<file path="src/rtl/axsb_pkg.sv">
package axsb_pkg;

  // Operation encoding applied to the queue in one cycle: {push, pop}
  typedef enum logic [1:0] {
    OP_IDLE = 2'b00,
    OP_POP  = 2'b01,
    OP_PUSH = 2'b10,
    OP_BOTH = 2'b11
  } axsb_op_e;

  function automatic int unsigned strb_width(input int unsigned data_w);
    return (data_w + 7) / 8;
  endfunction

  function automatic int unsigned entry_width(input int unsigned data_w,
                                              input int unsigned user_w,
                                              input int unsigned id_w);
    return id_w + user_w + 1 + strb_width(data_w) + data_w;
  endfunction

endpackage

</file>
<file path="src/rtl/axsb_pack.sv">
// Joins the input beat fields into one queue entry and splits the head entry
// back into output fields. Layout from top bit down: id, user, last, strb, data.
module axsb_pack
  import axsb_pkg::*;
#(
  parameter int unsigned DATA_W = 32,
  parameter int unsigned USER_W = 4,
  parameter int unsigned ID_W   = 4,
  localparam int unsigned STRB_W = strb_width(DATA_W),
  localparam int unsigned WORD_W = entry_width(DATA_W, USER_W, ID_W)
) (
  input  logic [DATA_W-1:0] in_data,
  input  logic [STRB_W-1:0] in_strb,
  input  logic              in_last,
  input  logic [USER_W-1:0] in_user,
  input  logic [ID_W-1:0]   in_id,
  output logic [WORD_W-1:0] entry_o,
  input  logic [WORD_W-1:0] entry_i,
  output logic [DATA_W-1:0] out_data,
  output logic [STRB_W-1:0] out_strb,
  output logic              out_last,
  output logic [USER_W-1:0] out_user,
  output logic [ID_W-1:0]   out_id
);

  always_comb begin
    entry_o = {in_id, in_user, in_last, in_strb, in_data};
    {out_id, out_user, out_last, out_strb, out_data} = entry_i;
  end

endmodule

</file>
<file path="src/rtl/axsb_store.sv">
// Register-array queue with fall-through head, circular pointers and a fill counter.
module axsb_store
  import axsb_pkg::*;
#(
  parameter int unsigned WORD_W = 45,
  parameter int unsigned DEPTH  = 8,
  localparam int unsigned PTR_W = (DEPTH > 1) ? $clog2(DEPTH) : 1,
  localparam int unsigned CNT_W = $clog2(DEPTH + 1)
) (
  input  logic              clk,
  input  logic              rst_n,
  input  logic              push,
  input  logic              pop,
  input  logic [WORD_W-1:0] wr_word,
  output logic [WORD_W-1:0] head_word,
  output logic [CNT_W-1:0]  fill,
  output logic              has_room,
  output logic              has_data
);

  logic [WORD_W-1:0] slots [DEPTH];
  logic [PTR_W-1:0]  wr_ptr, wr_ptr_nxt;
  logic [PTR_W-1:0]  rd_ptr, rd_ptr_nxt;
  logic [CNT_W-1:0]  cnt, cnt_nxt;
  axsb_op_e          op;

  function automatic logic [PTR_W-1:0] advance(input logic [PTR_W-1:0] p);
    return (p == PTR_W'(DEPTH - 1)) ? '0 : p + 1'b1;
  endfunction

  always_comb begin
    op         = axsb_op_e'({push, pop});
    wr_ptr_nxt = wr_ptr;
    rd_ptr_nxt = rd_ptr;
    cnt_nxt    = cnt;
    if (push) wr_ptr_nxt = advance(wr_ptr);
    if (pop)  rd_ptr_nxt = advance(rd_ptr);
    case (op)
      OP_PUSH: cnt_nxt = cnt + 1'b1;
      OP_POP:  cnt_nxt = cnt - 1'b1;
      default: cnt_nxt = cnt;
    endcase
  end

  always_ff @(posedge clk or negedge rst_n) begin
    if (!rst_n) begin
      wr_ptr <= '0;
      rd_ptr <= '0;
      cnt    <= '0;
    end else begin
      wr_ptr <= wr_ptr_nxt;
      rd_ptr <= rd_ptr_nxt;
      cnt    <= cnt_nxt;
    end
  end

  // Storage carries no reset; only written slots are ever read as valid.
  always_ff @(posedge clk) begin
    if (push) slots[wr_ptr] <= wr_word;
  end

  always_comb begin
    head_word = slots[rd_ptr];
    fill      = cnt;
    has_room  = (cnt != CNT_W'(DEPTH));
    has_data  = (cnt != '0);
  end

endmodule

</file>
<file path="src/rtl/axsb_marks.sv">
// Threshold indicators derived from the fill level.
module axsb_marks #(
  parameter int unsigned CNT_W      = 4,
  parameter int unsigned FULL_MARK  = 6,
  parameter int unsigned EMPTY_MARK = 2
) (
  input  logic [CNT_W-1:0] fill,
  output logic             high_mark,
  output logic             low_mark
);

  always_comb begin
    high_mark = (fill >= CNT_W'(FULL_MARK));
    low_mark  = (fill <= CNT_W'(EMPTY_MARK));
  end

endmodule

</file>
<file path="src/rtl/axis_stream_buffer.sv">
module axis_stream_buffer
  import axsb_pkg::*;
#(
  parameter int unsigned DATA_W     = 32,
  parameter int unsigned USER_W     = 4,
  parameter int unsigned ID_W       = 4,
  parameter int unsigned DEPTH      = 8,
  parameter int unsigned FULL_MARK  = 6,
  parameter int unsigned EMPTY_MARK = 2,
  localparam int unsigned STRB_W = strb_width(DATA_W),
  localparam int unsigned WORD_W = entry_width(DATA_W, USER_W, ID_W),
  localparam int unsigned CNT_W  = $clog2(DEPTH + 1)
) (
  input  logic              clk,
  input  logic              rst_n,
  input  logic [DATA_W-1:0] s_tdata,
  input  logic [STRB_W-1:0] s_tstrb,
  input  logic              s_tlast,
  input  logic [USER_W-1:0] s_tuser,
  input  logic [ID_W-1:0]   s_tid,
  input  logic              s_tvalid,
  output logic              s_tready,
  output logic [DATA_W-1:0] m_tdata,
  output logic [STRB_W-1:0] m_tstrb,
  output logic              m_tlast,
  output logic [USER_W-1:0] m_tuser,
  output logic [ID_W-1:0]   m_tid,
  output logic              m_tvalid,
  input  logic              m_tready,
  output logic [CNT_W-1:0]  level,
  output logic              near_full,
  output logic              near_empty
);

  logic              awake, awake_nxt;
  logic              room, present;
  logic              push, pop;
  logic [WORD_W-1:0] in_entry, head_entry;

  // Input side stays closed until the first edge after reset release
  always_comb awake_nxt = 1'b1;

  always_ff @(posedge clk or negedge rst_n) begin
    if (!rst_n) awake <= 1'b0;
    else        awake <= awake_nxt;
  end

  always_comb begin
    s_tready = awake & room;
    m_tvalid = present;
    push     = s_tvalid & s_tready;
    pop      = m_tvalid & m_tready;
  end

  axsb_pack #(
    .DATA_W (DATA_W),
    .USER_W (USER_W),
    .ID_W   (ID_W)
  ) u_pack (
    .in_data  (s_tdata),
    .in_strb  (s_tstrb),
    .in_last  (s_tlast),
    .in_user  (s_tuser),
    .in_id    (s_tid),
    .entry_o  (in_entry),
    .entry_i  (head_entry),
    .out_data (m_tdata),
    .out_strb (m_tstrb),
    .out_last (m_tlast),
    .out_user (m_tuser),
    .out_id   (m_tid)
  );

  axsb_store #(
    .WORD_W (WORD_W),
    .DEPTH  (DEPTH)
  ) u_store (
    .clk       (clk),
    .rst_n     (rst_n),
    .push      (push),
    .pop       (pop),
    .wr_word   (in_entry),
    .head_word (head_entry),
    .fill      (level),
    .has_room  (room),
    .has_data  (present)
  );

  axsb_marks #(
    .CNT_W      (CNT_W),
    .FULL_MARK  (FULL_MARK),
    .EMPTY_MARK (EMPTY_MARK)
  ) u_marks (
    .fill      (level),
    .high_mark (near_full),
    .low_mark  (near_empty)
  );

endmodule

</file>
<file path="config.mk">
export PLATFORM = sky130hd
export DESIGN_NAME = axis_stream_buffer
export DESIGN_NICKNAME = d
export VERILOG_FILES = /design/src/rtl/axsb_pkg.sv /design/src/rtl/axsb_pack.sv /design/src/rtl/axsb_store.sv /design/src/rtl/axsb_marks.sv /design/src/rtl/axis_stream_buffer.sv
export SDC_FILE = /design/constraint.sdc
export NUM_CORES = 1
export LEC_CHECK = 0
export BUFFER_PORTS_ARGS = -buffer_cell sky130_fd_sc_hd__clkbuf_2
export CAP_MARGIN = 20
export CORE_MARGIN = 2
export CORE_UTILIZATION = 60
export DETAILED_ROUTE_END_ITERATION = 12
export GPL_TIMING_DRIVEN = 0
export PLACE_DENSITY_LB_ADDON = 0.1
export SLEW_MARGIN = 0
export SYNTH_ARGS = -nofsm -noshare
export SYNTH_HDL_FRONTEND = slang
export SYNTH_SLANG_ARGS = --single-unit
</file>
<file path="constraint.sdc">
create_clock -name clk -period 18 [get_ports clk]
set_input_delay 3.6 -clock clk [delete_from_list [all_inputs] [get_ports clk]]
set_output_delay 3.6 -clock clk [all_outputs]
set_load 0.01 [all_outputs]
</file>
* After elaboration in Yosys (flattened, before gate mapping) *
Memories as Yosys holds them, arrays and structs flattened.
Cells that the tools add are included.

storage, ports and cells
  register bits = 11
  bits in writable memories = 360
  input port bits = 49
  output and inout port bits = 53
  logic and storage cells = 26
  memories kept = 1

memory list
  memory         words  bits a word  read ports  clocked after memory_dff  wr ports  RTL line          text
  u_store.slots  8      45           1           0                         1         axsb_store.sv:21  logic [WORD_W-1:0] slots [DEPTH];

operators by class
  add/sub/neg operators = 4
  order comparisons = 2
  equal/unequal tests = 5
  mux-type cells = 5
  bitwise logic cells = 3
  reduce and logical (&&, ||, !) cells = 2

operators with widths
  cell                                                                                 number
  4-bit case mux with 2 select lines                                                   1
  3-bit by 1-bit adder with 3-bit output, second input constant                        2
  3-bit == test, second input constant                                                 2
  3-bit two-way mux                                                                    2
  4-bit by 1-bit adder with 4-bit output, second input constant                        1
  4-bit by 3-bit greater-or-equal comparator with 1-bit output, second input constant  1
  4-bit by 2-bit <= comparator with 1-bit output, second input constant                1
  4-bit != test, second input constant                                                 1
  4-bit nonzero test                                                                   1
  4-bit by 1-bit subtractor with 4-bit output, second input constant                   1
  1-bit AND                                                                            3
  2-bit by 1-bit == test with 1-bit output, second input constant                      1
  2-bit == test, second input constant                                                 1
  1-bit two-way mux                                                                    2
  2-bit nonzero test                                                                   1

* Logic depth before layout (Yosys ltp) *
  word-level depth = 5
  gate-level depth with buffers = 9
  gate-level depth less buffers = 8

* By module *
Synthesis repeated with hierarchy kept, for this count alone.

second synthesis, totals
  cell total of the unflattened synthesis = 674
  area, all modules = 14846.7 um^2

modules (own cells, without submodules)
  module              times used  cells an instance  area each (um^2)  seq. area each (um^2)
  axsb_store          1           577                14103.5           11060.6
  axsb_pack           1           90                 675.6             0.0
  axis_stream_buffer  1           5                  47.5              25.0
  axsb_marks          1           2                  20.0              0.0

* Least setup slack after synthesis *
Ideal clock, no wire load.

  path type = input to register
  from = input s_tvalid
  to = memory u_store.slots[0][0] (enable)
  library setup time = 0.559 ns
  arrival time = 8.007 ns
  slack = 9.434 ns
  stages = 2
  buffers on the path = 0
  cells stage by stage = nand3_4 nor4_1

between the ends
  cells in the longest elaborated chain, start to end = 3

RTL lines
  item                                     RTL line                  text
  from (decl)                              axis_stream_buffer.sv:21  input logic s_tvalid,
  1-bit AND                                axis_stream_buffer.sv:51  push = s_tvalid & s_tready;
  1-bit two-way mux                        axsb_store.sv:59          if (push) slots[wr_ptr] <= wr_word;
  1-bit two-way mux (implied by the code)  axsb_store.sv:59
  to (decl)                                axsb_store.sv:21

Every way passes these cells.

* Final worst setup path *
  from = register u_store.rd_ptr[2]
  to = output m_tdata[28]

between the ends
  cells in the longest elaborated chain, start to end = 1

RTL lines
  item                    RTL line                  text
  from (decl)             axsb_store.sv:23          logic [PTR_W-1:0] rd_ptr, rd_ptr_nxt;
  from (signal assigned)  axsb_store.sv:52          rd_ptr <= rd_ptr_nxt;
  memory read 8 x 45 bit  --
  to (decl)               axis_stream_buffer.sv:23  output logic [DATA_W-1:0] m_tdata,

Every way passes these cells.

==> impl_metrics.yaml <==
min_path:
  hold_end: "u_store.rd_ptr[2]"
  whs_path_depth: 2
  worstHoldPathType: "reg2reg"
  hold_path.startpoint: "u_store.rd_ptr[2]"
pwr:
  ir_drop_mv: 0.103
  cellLeakagePower_nw: 5.60
  intPower_mw: 1.84
  pwr_density_cell_mw_per_mm2: 152
  netSwitchingPower_mw: 0.715
  power_frac_seq_pct: 41.2
  clkPwrFrac_pct: 28.2
  combPwrFrac_pct: 30.5
  p_sw_share_pct: 28.0
sta:
  min_period_ns: 6.34
  slew_viol_final: 0
  slew_headroom_pct: 34.7
  skew_ns: 0.0110
  rsz0062_at_grt: "no"
  max_clock_freq_mhz: 158
  layout_setup_ws_ns: 11.66
  finalSetupViolations: 0
  hold_viol_final: 0
  worst_pin_slew_ns: 0.971
  setup_tns_ns: 0
  post-route-period-util_pct: 35.2
global_route:
  overflow: 0
  antenna_found_initial: 0
  grt_max_degree: 26
  grt_first_pass_wirelength_mm: 41.6
  grt_pass1_vias: 6882
  grt_use_total_pct: 23.2
synth:
  syn_nets: 648
  synth_cells: 592
  synthDistinctLibCells: 39
  synth_common_cells: "edfxtp_1 (360), mux4_2 (90), mux2_2 (48)"
  yosysSeqAreaShare_pct: 77.7
  syn_avg_cell_area_sq_um: 24.1
  ys_ff_latch: 371
  synth_area_leaders: "edfxtp_1 (76%), mux4_2 (14%), mux2_2 (3.8%)"
  synth_top_cell_by_area: "edfxtp_1"
  async_reset_ff_share_pct: 2.96
  synth_area_sq_mm: 0.0143
  yosysMostFrequentCell: "edfxtp_1"
  synthFlopType: "edfxtp_1"
  netlist.area_leader.share_pct: 75.8
  synth-edff-count: 360
  ys_warn_count: 0
finish:
  fin_util_pct: 71.7
  layout-drive-gt1-share_pct: 44.3
  regArea_sq_mm: 0.0111
  fin_nets: 822
  multiInputGateArea_sq_mm: 0.00304
  nFillCells: 1424
  antenna_cells: 0
  area_delta_synth_final_pct: 17.6
floorplan:
  chipHeight_um: 158
  start_util_pct: 60.9
  die_x_um: 158
  std_cell_rows: 56
  dieArea_sq_mm: 0.0250
  fp.coreArea_sq_mm: 0.0234
  ios: 102
clock_tree:
  cts_resized: 0
  ctsRootBufferMaster: "clkbuf_16"
  cts_tree: "yes"
  postCtsSetupRepairBufs: 0
  clock_path_buffers: 3
  clk_latency_ns: 0.50
  cts_made_buffers: 36
  cts.sinks: 371
  clkTransAtPathRegs_ns: 0.06
  cts_hold_buf: 0
  h-tree-depth: 2
critical_path:
  critPathBufInv: 3
  startpoint: "u_store.rd_ptr[2]"
  crit_family: "buffers and inverters"
  cp_max_fo: 10
  reg2reg_slack_ns: 15.08
  required_ns: 14.40
  end_kind: "primary output"
  crit_path_max_incr_delay_ns: 0.66
  crit_chain: "clkbuf_1 > clkbuf_1 > mux2_2 > clkbuf_2"
  cp-start-kind: "flop"
  reg2reg_depth: 8
  crit_type: "reg2out"
  critPathSlowestCell: "clkbuf_1"
  rr_startpoint: "u_store.fill[0]"
  timing.rr.end: "u_store.slots[0][29]"
  critPathMostFrequentCell: "clkbuf_1"
  crit_arrival_ns: 2.74
routing:
  post_drt_wl_per_cell_um: 24.6
  drt_iter0_drc: 513
  ant_nets: 0
  num_vias: 6583
  firstDrtPassIters: 4
  drc: 0
  wirelength_mm: 27.3
  vias_per_cell: 5.94
status:
  status: "completed"
job:
  drv_cap: 0
place:
  place.gp.congestion: 0.687
  dp_slack_ns: 12.04
  io_buffers: 101
  dpl.hpwl_mm: 17.9
[layout make-up]
| type | instances | share of cell area, % |
|---|---|---|
| sequential | 371 | 66.1 |
| tap | 319 | 2.38 |
| inverter | 3 | 0.0671 |
| clock inverter | 15 | 0.865 |
| buffer | 29 | 1.07 |
| clock buffer | 47 | 5.86 |
| multi-input combinational | 189 | 18.1 |
| timing repair buffer | 136 | 5.60 |
[kinds of logic (layout without fill, tap and decap cells)]
family	Yosys count	in the layout	share of synthesized area, %
flip-flops	371	371	77.7
multiplexers	141	141	18.2
buffers and inverters	32	230	1.33
AND/OR/NAND/NOR	26	26	1.18
AO/OA/AOI/OAI	11	11	0.711
adder cells (fa/ha/maj)	7	7	0.614
XOR/XNOR	3	3	0.184
other	1	1	0.0263
[layout by cell type, fill, tap and decap left out, drive strengths merged]
cell type	count
a21oi	1
xor2	1
mux2	50
mux4	90
a21o	3
nor2	5
or3b	1
bufinv	3
clkinv	12
a211oi	1
nand2b	3
o21a	1
conb	1
inv	3
o41ai	2
clkbuf	156
mux2i	1
nand3	1
nand3b	1
nor3	5
buf	56
xnor2	2
o221ai	1
o21ai	1
a2111oi	1
or4	2
nand4	1
nand2	2
or4b	2
and2	1
edfxtp	360
dfrtp	11
nor4	1
ha	7
nor2b	1
[routing by layer]
layer	GRT usage (%)	wire length (um)	vias up
met3	4.46	1670	31
met1	32.4	11100	3466
li1	-	-	2876
met4	5.32	368	0
met5	0	0	-
met2	38.9	14200	210
[power by group through the flow]
stage,clock [mW],sequential (mW),combinational (mW)
after floorplan,0,1.07,0.525
after global placement,0,1.08,0.751
after detailed placement,0,1.07,0.793
after CTS,0.736,1.05,0.797
after global routing,0.771,1.06,0.842
final,0.721,1.05,0.780
[per-stage QoR]
stage / total power [mW] / instance area, sq um / std cells / hold slack, ns
2_1_floorplan: 1.59 / 14300 / 592 / 0.569
3_3_place_gp: 1.83 / 15200 / 1012 / 0.580
6_report: 2.55 / 16800 / 1109 / 0.652
4_1_cts: 2.59 / 16800 / 1109 / 0.646
5_1_grt: 2.67 / 16800 / 1109 / 0.665
3_5_place_dp: 1.86 / 15700 / 1047 / 0.631
[tightest hold or removal path: stages (launching register included)]
cell and delay (ns):
dfrtp_1 0.35, ha_1 0.14, mux2_2 0.14
[worst max path at each step]
stage | endpoint | slack (ns) | depth (start not counted)
detailed placement | u_store.slots[0][24] | 12.04 | 7
floorplan | u_store.slots[0][0] | 9.43 | 2
CTS | m_tdata[28] | 11.60 | 4
finish | m_tdata[28] | 11.66 | 4
global route | m_tstrb[2] | 11.56 | 4
global placement | u_store.slots[0][24] | 4.72 | 3
[state kept, by name (all words and copies together) (netlist names)]
name	count
u_store.rd_ptr	3
u_store.wr_ptr	3
awake	1
u_store.fill	4
u_store.slots	360
No activity file was read; power rests on OpenSTA's default activity.
